<file path="src/rtl/sbc_pkg.sv">
package sbc_pkg;
   // control line positions in bus_ctl_in / bus_ctl_oe
   localparam int CTL_W  = 9;
   localparam int CL_IO  = 0;
   localparam int CL_CD  = 1;
   localparam int CL_MSG = 2;
   localparam int CL_REQ = 3;
   localparam int CL_ACK = 4;
   localparam int CL_ATN = 5;
   localparam int CL_SEL = 6;
   localparam int CL_BSY = 7;
   localparam int CL_RST = 8;

   // register addresses
   localparam int RA_DATA   = 0;
   localparam int RA_INIT   = 1;
   localparam int RA_MODE   = 2;
   localparam int RA_TGT    = 3;
   localparam int RA_STAT   = 4;
   localparam int RA_BUS    = 5;
   localparam int RA_INDATA = 6;
   localparam int RA_ACKIRQ = 7;

   // initiator register bits
   localparam int IB_DATA = 0;
   localparam int IB_ATN  = 1;
   localparam int IB_SEL  = 2;
   localparam int IB_BSY  = 3;
   localparam int IB_ACK  = 4;
   localparam int IB_TRI  = 6;
   localparam int IB_RST  = 7;

   // mode register bits
   localparam int MB_ARB    = 0;
   localparam int MB_MONBSY = 2;
   localparam int MB_PARINT = 4;
   localparam int MB_PARCHK = 5;
   localparam int MB_TGT    = 6;

   localparam int TGT_W = 4;
endpackage

</file>
<file path="src/rtl/sbc_regs.sv">
module sbc_regs import sbc_pkg::*; #(
   parameter int DATA_W = 8,
   parameter int ADDR_W = 3
) (
   input  logic              clk,
   input  logic              rst_n,
   input  logic              wr,
   input  logic [ADDR_W-1:0] addr,
   input  logic [DATA_W-1:0] wdata,
   output logic [DATA_W-1:0] odr_q,
   output logic [DATA_W-1:0] icr_q,
   output logic [DATA_W-1:0] mode_q,
   output logic [TGT_W-1:0]  tgt_q,
   output logic [DATA_W-1:0] mask_q
);
   localparam logic [DATA_W-1:0] ICR_KEEP = ~(DATA_W'(1) << 5);

   logic wr_odr, wr_icr, wr_mode, wr_tgt, wr_mask;

   always_comb begin
      wr_odr  = wr && (addr == ADDR_W'(RA_DATA));
      wr_icr  = wr && (addr == ADDR_W'(RA_INIT));
      wr_mode = wr && (addr == ADDR_W'(RA_MODE));
      wr_tgt  = wr && (addr == ADDR_W'(RA_TGT));
      wr_mask = wr && (addr == ADDR_W'(RA_STAT));
   end

   always_ff @(posedge clk or negedge rst_n) begin
      if (!rst_n) begin
         odr_q  <= '0;
         icr_q  <= '0;
         mode_q <= '0;
         tgt_q  <= '0;
         mask_q <= '0;
      end else begin
         if (wr_odr)  odr_q  <= wdata;
         if (wr_icr)  icr_q  <= wdata & ICR_KEEP;
         if (wr_mode) mode_q <= wdata;
         if (wr_tgt)  tgt_q  <= wdata[TGT_W-1:0];
         if (wr_mask) mask_q <= wdata;
      end
   end

   // the select mask moves only on a write to its own address
   p_mask_hold_r12: assert property (@(posedge clk) disable iff (!rst_n)
      (wr && addr != ADDR_W'(RA_STAT)) |=> $stable(mask_q));
   // target register moves only on a write to address 3
   p_tgt_hold_r12: assert property (@(posedge clk) disable iff (!rst_n)
      !(wr && addr == ADDR_W'(RA_TGT)) |=> $stable(tgt_q));
endmodule

</file>
<file path="src/rtl/sbc_busdrv.sv">
module sbc_busdrv import sbc_pkg::*; #(
   parameter int DATA_W     = 8,
   parameter bit PARITY_ODD = 1'b1
) (
   input  logic              clk,
   input  logic              rst_n,
   input  logic [DATA_W-1:0] icr,
   input  logic              tgt_mode,
   input  logic              arb,
   input  logic [TGT_W-1:0]  tgt,
   input  logic [DATA_W-1:0] odr,
   input  logic [CTL_W-1:0]  ctl_live,
   output logic [CTL_W-1:0]  ctl_oe,
   output logic              data_oe,
   output logic [DATA_W-1:0] data_out,
   output logic              dbp_out,
   output logic              phase_match
);
   logic             tri_st;
   logic [CTL_W-1:0] oe_raw;

   assign tri_st = icr[IB_TRI];

   always_comb begin
      oe_raw          = '0;
      oe_raw[CL_RST]  = icr[IB_RST];
      oe_raw[CL_BSY]  = icr[IB_BSY];
      oe_raw[CL_SEL]  = icr[IB_SEL];
      oe_raw[CL_ATN]  = icr[IB_ATN] & ~tgt_mode;
      oe_raw[CL_ACK]  = icr[IB_ACK] & ~tgt_mode;
      oe_raw[CL_REQ]  = tgt[3] & tgt_mode;
      oe_raw[CL_MSG]  = tgt[2] & tgt_mode;
      oe_raw[CL_CD]   = tgt[1] & tgt_mode;
      oe_raw[CL_IO]   = tgt[0] & tgt_mode;
   end

   assign phase_match = (ctl_live[CL_MSG] == tgt[2]) &&
                        (ctl_live[CL_CD]  == tgt[1]) &&
                        (ctl_live[CL_IO]  == tgt[0]);

   assign ctl_oe   = tri_st ? '0 : oe_raw;
   assign data_oe  = ~tri_st & (arb | (icr[IB_DATA] & phase_match));
   assign data_out = odr;

   generate
      if (PARITY_ODD) begin : g_par_odd
         assign dbp_out = ~(^odr);
      end else begin : g_par_even
         assign dbp_out = ^odr;
      end
   endgenerate

   // tri-state silences every driver
   p_quiet_r4: assert property (@(posedge clk) disable iff (!rst_n)
      tri_st |-> (ctl_oe == '0 && !data_oe));
   // in target mode the initiator-only lines stay released
   p_tgt_no_ack_r4: assert property (@(posedge clk) disable iff (!rst_n)
      tgt_mode |-> (!ctl_oe[CL_ACK] && !ctl_oe[CL_ATN]));
   // data drive needs arbitration or the assert-data request
   p_data_cause_r5: assert property (@(posedge clk) disable iff (!rst_n)
      data_oe |-> (arb || icr[IB_DATA]));
endmodule

</file>
<file path="src/rtl/sbc_events.sv">
module sbc_events import sbc_pkg::*; #(
   parameter int DATA_W     = 8,
   parameter bit PARITY_ODD = 1'b1
) (
   input  logic              clk,
   input  logic              rst_n,
   input  logic [CTL_W-1:0]  ctl_live,
   input  logic [DATA_W-1:0] data_live,
   input  logic              dbp_live,
   input  logic [DATA_W-1:0] mask,
   input  logic              tgt_mode,
   input  logic              par_chk,
   input  logic              par_int,
   input  logic              mon_bsy,
   input  logic              clr,
   output logic              par_err,
   output logic              busy_err,
   output logic              irq
);
   logic hs_now, hs_q, bsy_q;
   logic hs_rise, par_bad, par_evt, bsy_fall, sel_evt;
   logic par_pend_q, sel_pend_q, par_err_q, busy_err_q;

   assign hs_now  = tgt_mode ? ctl_live[CL_ACK] : ctl_live[CL_REQ];
   assign hs_rise = hs_now & ~hs_q;

   generate
      if (PARITY_ODD) begin : g_chk_odd
         assign par_bad = ~(^{data_live, dbp_live});
      end else begin : g_chk_even
         assign par_bad = ^{data_live, dbp_live};
      end
   endgenerate

   assign par_evt  = hs_rise & par_chk & par_bad;
   assign bsy_fall = mon_bsy & bsy_q & ~ctl_live[CL_BSY];
   assign sel_evt  = ~ctl_live[CL_BSY] & ctl_live[CL_SEL] & (|(data_live & mask));

   always_ff @(posedge clk or negedge rst_n) begin
      if (!rst_n) begin
         hs_q       <= 1'b0;
         bsy_q      <= 1'b0;
         par_err_q  <= 1'b0;
         par_pend_q <= 1'b0;
         busy_err_q <= 1'b0;
         sel_pend_q <= 1'b0;
      end else begin
         hs_q       <= hs_now;
         bsy_q      <= ctl_live[CL_BSY];
         par_err_q  <= par_evt | (par_err_q & ~clr);
         par_pend_q <= (par_evt & par_int) | (par_pend_q & ~clr);
         busy_err_q <= bsy_fall | (busy_err_q & ~clr);
         sel_pend_q <= sel_evt | (sel_pend_q & ~clr);
      end
   end

   assign par_err  = par_err_q;
   assign busy_err = busy_err_q;
   assign irq      = par_pend_q | busy_err_q | sel_pend_q;

   // selection on an enabled ID raises the interrupt
   p_sel_irq_r7: assert property (@(posedge clk) disable iff (!rst_n)
      sel_evt |=> irq);
   // monitored BSY loss reports a busy error
   p_busy_loss_r9: assert property (@(posedge clk) disable iff (!rst_n)
      (mon_bsy && bsy_q && !ctl_live[CL_BSY]) |=> busy_err);
   // clear with no new cause empties every flag
   p_clear_r10: assert property (@(posedge clk) disable iff (!rst_n)
      (clr && !par_evt && !bsy_fall && !sel_evt) |=> (!irq && !par_err && !busy_err));
   // parity flag never rises while checking is off
   p_par_gate_r8: assert property (@(posedge clk) disable iff (!rst_n)
      (!par_chk && !par_err) |=> !par_err);
endmodule

</file>
<file path="src/rtl/sbc_ctrl.sv">
module sbc_ctrl import sbc_pkg::*; #(
   parameter int DATA_W     = 8,
   parameter int ADDR_W     = 3,
   parameter bit PARITY_ODD = 1'b1
) (
   input  logic              clk,
   input  logic              rst_n,
   input  logic [ADDR_W-1:0] host_addr,
   input  logic [DATA_W-1:0] host_wdata,
   input  logic              host_wr,
   input  logic              host_rd,
   output logic [DATA_W-1:0] host_rdata,
   output logic              irq,
   input  logic [CTL_W-1:0]  bus_ctl_in,
   input  logic [DATA_W-1:0] bus_data_in,
   input  logic              bus_dbp_in,
   output logic [CTL_W-1:0]  bus_ctl_oe,
   output logic [DATA_W-1:0] bus_data_out,
   output logic              bus_data_oe,
   output logic              bus_dbp_out
);
   generate
      if (DATA_W != 8) begin : g_bad_width
         $error("sbc_ctrl: DATA_W must be 8");
      end
      if (ADDR_W < 3) begin : g_bad_addr
         $error("sbc_ctrl: ADDR_W must be at least 3");
      end
   endgenerate

   logic [DATA_W-1:0] odr_q, icr_q, mode_q, mask_q;
   logic [TGT_W-1:0]  tgt_q;
   logic              phase_match, par_err, busy_err, clr;

   assign clr = host_rd && (host_addr == ADDR_W'(RA_ACKIRQ));

   sbc_regs #(.DATA_W(DATA_W), .ADDR_W(ADDR_W)) u_regs (
      .clk(clk), .rst_n(rst_n), .wr(host_wr), .addr(host_addr),
      .wdata(host_wdata), .odr_q(odr_q), .icr_q(icr_q),
      .mode_q(mode_q), .tgt_q(tgt_q), .mask_q(mask_q)
   );

   sbc_busdrv #(.DATA_W(DATA_W), .PARITY_ODD(PARITY_ODD)) u_drv (
      .clk(clk), .rst_n(rst_n), .icr(icr_q),
      .tgt_mode(mode_q[MB_TGT]), .arb(mode_q[MB_ARB]),
      .tgt(tgt_q), .odr(odr_q), .ctl_live(bus_ctl_in),
      .ctl_oe(bus_ctl_oe), .data_oe(bus_data_oe),
      .data_out(bus_data_out), .dbp_out(bus_dbp_out),
      .phase_match(phase_match)
   );

   sbc_events #(.DATA_W(DATA_W), .PARITY_ODD(PARITY_ODD)) u_evt (
      .clk(clk), .rst_n(rst_n), .ctl_live(bus_ctl_in),
      .data_live(bus_data_in), .dbp_live(bus_dbp_in), .mask(mask_q),
      .tgt_mode(mode_q[MB_TGT]), .par_chk(mode_q[MB_PARCHK]),
      .par_int(mode_q[MB_PARINT]), .mon_bsy(mode_q[MB_MONBSY]),
      .clr(clr), .par_err(par_err), .busy_err(busy_err), .irq(irq)
   );

   always_comb begin
      host_rdata = '0;
      case (host_addr)
         ADDR_W'(RA_DATA): host_rdata = bus_data_in;
         ADDR_W'(RA_INIT): host_rdata = {icr_q[IB_RST], mode_q[MB_ARB], 1'b0,
                                         icr_q[IB_ACK], icr_q[IB_BSY], icr_q[IB_SEL],
                                         icr_q[IB_ATN], icr_q[IB_DATA]};
         ADDR_W'(RA_MODE): host_rdata = mode_q;
         ADDR_W'(RA_TGT):  host_rdata = {{(DATA_W-TGT_W){1'b0}}, tgt_q};
         ADDR_W'(RA_STAT): host_rdata = {bus_ctl_in[CL_RST], bus_ctl_in[CL_BSY],
                                         bus_ctl_in[CL_REQ], bus_ctl_in[CL_MSG],
                                         bus_ctl_in[CL_CD], bus_ctl_in[CL_IO],
                                         bus_ctl_in[CL_SEL], bus_dbp_in};
         ADDR_W'(RA_BUS):  host_rdata = {2'b00, par_err, irq, phase_match, busy_err,
                                         bus_ctl_in[CL_ATN], bus_ctl_in[CL_ACK]};
         default:          host_rdata = '0;
      endcase
   end

   // interrupt pin and its status mirror agree
   p_irq_mirror_r11: assert property (@(posedge clk) disable iff (!rst_n)
      (host_addr == ADDR_W'(RA_BUS)) |-> (host_rdata[4] == irq));
   // bus-status view follows the live BSY line
   p_stat_bsy_r3: assert property (@(posedge clk) disable iff (!rst_n)
      (host_addr == ADDR_W'(RA_STAT)) |-> (host_rdata[6] == bus_ctl_in[CL_BSY]));
endmodule

</file>
<file path="config.mk">
export PLATFORM = sky130hd
export DESIGN_NAME = sbc_ctrl
export DESIGN_NICKNAME = d
export VERILOG_FILES = /design/src/rtl/sbc_pkg.sv /design/src/rtl/sbc_regs.sv /design/src/rtl/sbc_busdrv.sv /design/src/rtl/sbc_events.sv /design/src/rtl/sbc_ctrl.sv
export SDC_FILE = /design/constraint.sdc
export NUM_CORES = 1
export LEC_CHECK = 0
export ABC_AREA = 1
export BUFFER_PORTS_ARGS = -buffer_cell sky130_fd_sc_hd__buf_2
export CORE_MARGIN = 5
export CORE_UTILIZATION = 50
export DETAILED_ROUTE_END_ITERATION = 6
export PLACE_DENSITY = 0.8
export SYNTH_ARGS = -nofsm -noshare
export SYNTH_HDL_FRONTEND = slang
export SYNTH_HIERARCHICAL = 1
export SYNTH_SLANG_ARGS = --single-unit
</file>
<file path="constraint.sdc">
create_clock -name clk -period 1.6 [get_ports clk]
set_input_delay 0.24 -clock clk [delete_from_list [all_inputs] [get_ports clk]]
set_output_delay 0.24 -clock clk [all_outputs]
set_load 0.01 [all_outputs]
</file>
==> reports/summary.txt, run 1 <==
fin crit period -> 1.71 ns
initial antenna violation count -> 0
placed insts -> 508
die area -> 0.00701 mm²
HPWL after DPL -> 5560 µm
RR Startpoint -> u_regs/mode_q[6]
Row Count -> 26
TritonCTS clock tree -> built
first-pass GRT wire length -> 12,500 µm
failing checks -> negative hold slack, negative setup slack
clk slew on worst S/H paths -> 0.09 ns
Peak VDD IR -> 652 µV
final setup fails -> 2
PwrDens -> 1000 mW/mm²
clock latency on the worst-skew pair -> 0.30 ns
clk_skew -> 0.00657 ns
Final Max Tran Viols -> 0
crit path DAT -> 1.47 ns
clk sink count -> 41
die span in y -> 83.7 µm
hold-fix buffers at CTS -> 0
Initial Util -> 0.522
CTS Buf Count -> 5
layout cell share with drive strength beyond 1 -> 0.260
unrepaired setup endpoints after global routing -> true
worst slew pin tran -> 0.524 ns
CP Capture Type -> output pin
DRT Pass-1 Iters -> 7
clock root buffer -> clkbuf_8
worst slack, placed -> 0.182 ns
IO buf count -> 60
worst min-delay path class -> input pin to asynchronous set/reset pin
worst reg2reg setup slack -> 0.49 ns
wire per inst -> 14.1 µm
yosys warns -> 6
Final Util -> 0.623
vias in the first global route -> 2,728
leak pwr -> 1.85 nW
CTS Buffer Depth -> 2
final instance area -> 0.00324 mm²
R2R depth -> 5
CP Launch Type -> flop
outcome -> complete, but fails checks
final worst slack -> -0.109 ns
GRT Total Usage -> 0.217
H-tree level count -> 2
RR Endpoint -> u_evt/par_pend_q
number of diodes -> 0
largest net degree at the start of global routing -> 42
Worst setup startpoint -> u_regs/tgt_q[2]
synthesized netlist cell count -> 388
Worst EP required -> 1.36 ns
syn nets -> 421
fin crit share -> 1.07
number of nets in the layout -> 490
Initial DRC Count -> 266
most common cell after layout, fill and taps aside -> nand2_1
area grow syn2layout -> 19.2%
Top Ports -> 61
Rel. slew slack -> 0.651
Crit Path Category -> flop to output pin
final hold slack -> -0.00899 ns
# DRC -> 0
Post-Syn Area per Cell -> 7.01 µm²
dpl cell area -> 0.00302 mm²
max cap viols -> 0
CP Capture Point -> host_rdata[3]
Via density -> 5.28
crit path max fanout -> 3
Final ANT Viol Nets -> 0
DR vias -> 2,787
most frequent cells in the layout -> nand2_1, buf_2, nand3_1
grt total ovfl -> 0
Final Hold Fails -> 7
area of the mapped netlist -> 0.00272 mm²
Fmax -> 0.585 GHz
fin cells -> 528
final wirelength -> 7440 µm
die width -> 83.7 µm
Routability Congestion -> 0.883
core area -> 0.00520 mm²
## per-layer routing
metal	GRT usage	part of all wire	vias up
met4	0.0716	0.023	0
met2	0.341	0.46	123
met1	0.300	0.44	1296
li1	-	-	1350
met3	0.0395	0.080	18
met5	0	0	-
## power by group
part,internal [mW],switching (mW),total [mW]
combinational,0.476,0.627,1.10
clock,0.308,0.386,0.693
sequential,1.24,0.203,1.45
total,2.03,1.22,3.24
## layout make-up
| type | instances | area (µm²) |
|---|---|---|
| Clock buffer | 6 | 72.6 |
| Clock inverter | 2 | 15.0 |
| Fill cell | 491 | 1960 |
| Inverter | 42 | 160 |
| Multi-Input combinational cell | 286 | 1400 |
| Sequential cell | 41 | 1030 |
| Tap cell | 70 | 87.6 |
| Timing Repair Buffer | 81 | 475 |
## registers in the layout, summed over array words and instances (netlist names)
signal,count
u_regs/tgt_q,4
u_evt/bsy_q,1
u_regs/icr_q,7
u_regs/mode_q,8
u_regs/odr_q,8
u_regs/mask_q,8
u_evt/par_pend_q,1
u_evt/busy_err,1
u_evt/sel_pend_q,1
u_evt/par_err,1
u_evt/hs_q,1
## per-stage QoR
stage	power, mW	TNS (ns)
detailed placement	2.41	0
global route	3.46	-0.494
CTS	3.18	-0.150
global placement	2.37	0
finish	3.24	-0.159
floorplan	2.07	0
## critical path, cell delays in order (launching register included)
cell	delay (ns)
dfrtp_1	0.38
inv_1	0.06
nand2_1	0.05
nand2_1	0.07
and3_1	0.19
nand4_1	0.08
nand2_1	0.05
nor2_1	0.09
nand2_1	0.06
buf_2	0.13
## worst min-delay path by stage
stage / from / to / slack [ns] / depth (start not counted)
finish: rst_n / u_evt/par_pend_q / -0.009 / 2
global route: rst_n / u_evt/par_err / 0.05 / 2
CTS: rst_n / u_evt/sel_pend_q / 0.01 / 2
detailed placement: rst_n / u_evt/sel_pend_q / 0.34 / 2
global placement: rst_n / u_evt/par_pend_q / 0.33 / 2
floorplan: rst_n / u_evt/bsy_q / -0.06 / 0
## what timing repair did
action	4_1_cts	5_1_grt
gates resized for setup	3	12
endpoints found under the setup margin	2	5
pin swaps	3	7
buffers inserted	10	3
cloned	0	0
Power figures use the tool's default switching activity.
==> run 2, diff against run 1 <==
--- a/config.mk
+++ b/config.mk
@@ -11,6 +11,7 @@
 export CORE_UTILIZATION = 50
 export DETAILED_ROUTE_END_ITERATION = 6
 export PLACE_DENSITY = 0.8
+export REMOVE_ABC_BUFFERS = 1
 export SYNTH_ARGS = -nofsm -noshare
 export SYNTH_HDL_FRONTEND = slang
 export SYNTH_HIERARCHICAL = 1
==> reports/summary.txt, run 2 (synthesized netlist as in run 1, its figures left out) <==
area grow syn2layout -> 17.9%
initial antenna violation count -> 0
fin crit period -> 1.72 ns
Final Hold Fails -> 3
hold-fix buffers at CTS -> 0
worst slew pin tran -> 0.530 ns
CP Capture Type -> output pin
largest net degree at the start of global routing -> 42
PwrDens -> 983 mW/mm²
R2R depth -> 5
Initial DRC Count -> 194
outcome -> complete, but fails checks
Largest regs -> u_regs/mask_q x8, u_regs/mode_q x8, u_regs/odr_q x8
final wirelength -> 7410 µm
Rel. slew slack -> 0.647
worst slack, placed -> 0.179 ns
Routability Congestion -> 0.985
DRT Pass-1 Iters -> 5
DR vias -> 2,771
Peak VDD IR -> 692 µV
layout cell share with drive strength beyond 1 -> 0.256
crit path DAT -> 1.48 ns
clock latency on the worst-skew pair -> 0.29 ns
worst min-delay path class -> input pin to asynchronous set/reset pin
final setup fails -> 2
Via density -> 5.29
# DRC -> 0
Final ANT Viol Nets -> 0
Row Count -> 26
worst reg2reg setup slack -> 0.46 ns
unrepaired setup endpoints after global routing -> true
leak pwr -> 1.83 nW
HPWL after DPL -> 5550 µm
die span in y -> 83.7 µm
vias in the first global route -> 2,468
M3 GR Usage -> 0.0553
most frequent cells in the layout -> nand2_1, buf_2, nand3_1
Final Max Tran Viols -> 0
number of nets in the layout -> 486
crit path max fanout -> 3
CTS Buf Count -> 5
most common cell after layout, fill and taps aside -> nand2_1
Fmax -> 0.583 GHz
max cap viols -> 0
Final Util -> 0.616
Crit Path Category -> flop to output pin
RR Endpoint -> u_evt/par_pend_q
H-tree level count -> 2
GRT Total Usage -> 0.208
placed insts -> 508
CP Launch Type -> flop
number of diodes -> 0
die area -> 0.00701 mm²
TritonCTS clock tree -> built
RR Startpoint -> u_regs/mode_q[6]
M2 GR Usage -> 0.307
CTS Buffer Depth -> 2
clk_skew -> 0.00688 ns
fin cells -> 524
core area -> 0.00520 mm²
final hold slack -> -0.00146 ns
Initial Util -> 0.522
failing checks -> negative hold slack, negative setup slack
clk sink count -> 41
final worst slack -> -0.116 ns
IO buf count -> 60
met1 global-route usage -> 0.293
clock root buffer -> clkbuf_8
grt total ovfl -> 0
Worst EP required -> 1.36 ns
first-pass GRT wire length -> 11,900 µm
clk slew on worst S/H paths -> 0.08 ns
wire per inst -> 14.1 µm
die width -> 83.7 µm
fin crit share -> 1.07
Top Ports -> 61
busiest grt layer -> met2
run 2: worst max path at each step:
stage,from,to,slack (ns),cells past startpoint
after floorplan,u_regs/tgt_q[1],host_rdata[3],0.36,6
after global placement,host_addr[0],host_rdata[3],0.20,7
after detailed placement,u_regs/tgt_q[1],host_rdata[3],0.18,7
after CTS,u_regs/tgt_q[2],host_rdata[3],-0.08,9
after global routing,u_regs/tgt_q[0],host_rdata[3],-0.22,9
final,u_regs/tgt_q[0],host_rdata[3],-0.12,9
run 2: area by class of cell:
class                   instances  area, µm²
clock buffers                   5       68.8
clock inverters                 3       17.5
fillers                       485       2000
inverters                      42        160
multi-input cells             286       1410
flip-flops and latches         41       1030
well taps                      70       87.6
repair buffers                 77        440
run 2: worst max-delay path: stages, from the launching register on:
cell and delay [ns]:
dfrtp_1 0.42, inv_2 0.06, nand2_2 0.07, nand2_2 0.05, and3_4 0.16, nand4_1 0.07, nand2_1 0.05, nor2_1 0.12
nand2_1 0.05, buf_2 0.14
run 2: layer usage:
metal,wire length [µm],share of wire
met5,0,0
met4,230,0.031
met3,713,0.096
met2,3260,0.44
met1,3210,0.43
run 2: where the power goes:
| part | switching, mW | internal (mW) | leakage, nW | total (mW) |
|---|---|---|---|---|
| combinational | 0.602 | 0.445 | 1.28 | 1.05 |
| sequential | 0.208 | 1.24 | 0.510 | 1.45 |
| clock | 0.354 | 0.301 | 0.0439 | 0.655 |
| total | 1.16 | 1.99 | 1.83 | 3.15 |
run 2: through the flow:
step / power, mW / hold slack (ns) / setup TNS, ns / instance area, µm²
floorplan: 1.99 / -0.0556 / 0 / 2570
global placement: 2.38 / 0.331 / 0 / 3040
detailed placement: 2.42 / 0.337 / 0 / 3040
CTS: 3.10 / 0.0150 / -0.0785 / 3140
global route: 3.37 / 0.0510 / -0.514 / 3210
finish: 3.15 / -0.00146 / -0.191 / 3210
run 2: what timing repair did:
action,4_1_cts,5_1_grt
pin swaps,1,9
endpoints found under the setup margin,1,6
resized for setup,0,9
buffers inserted,3,5
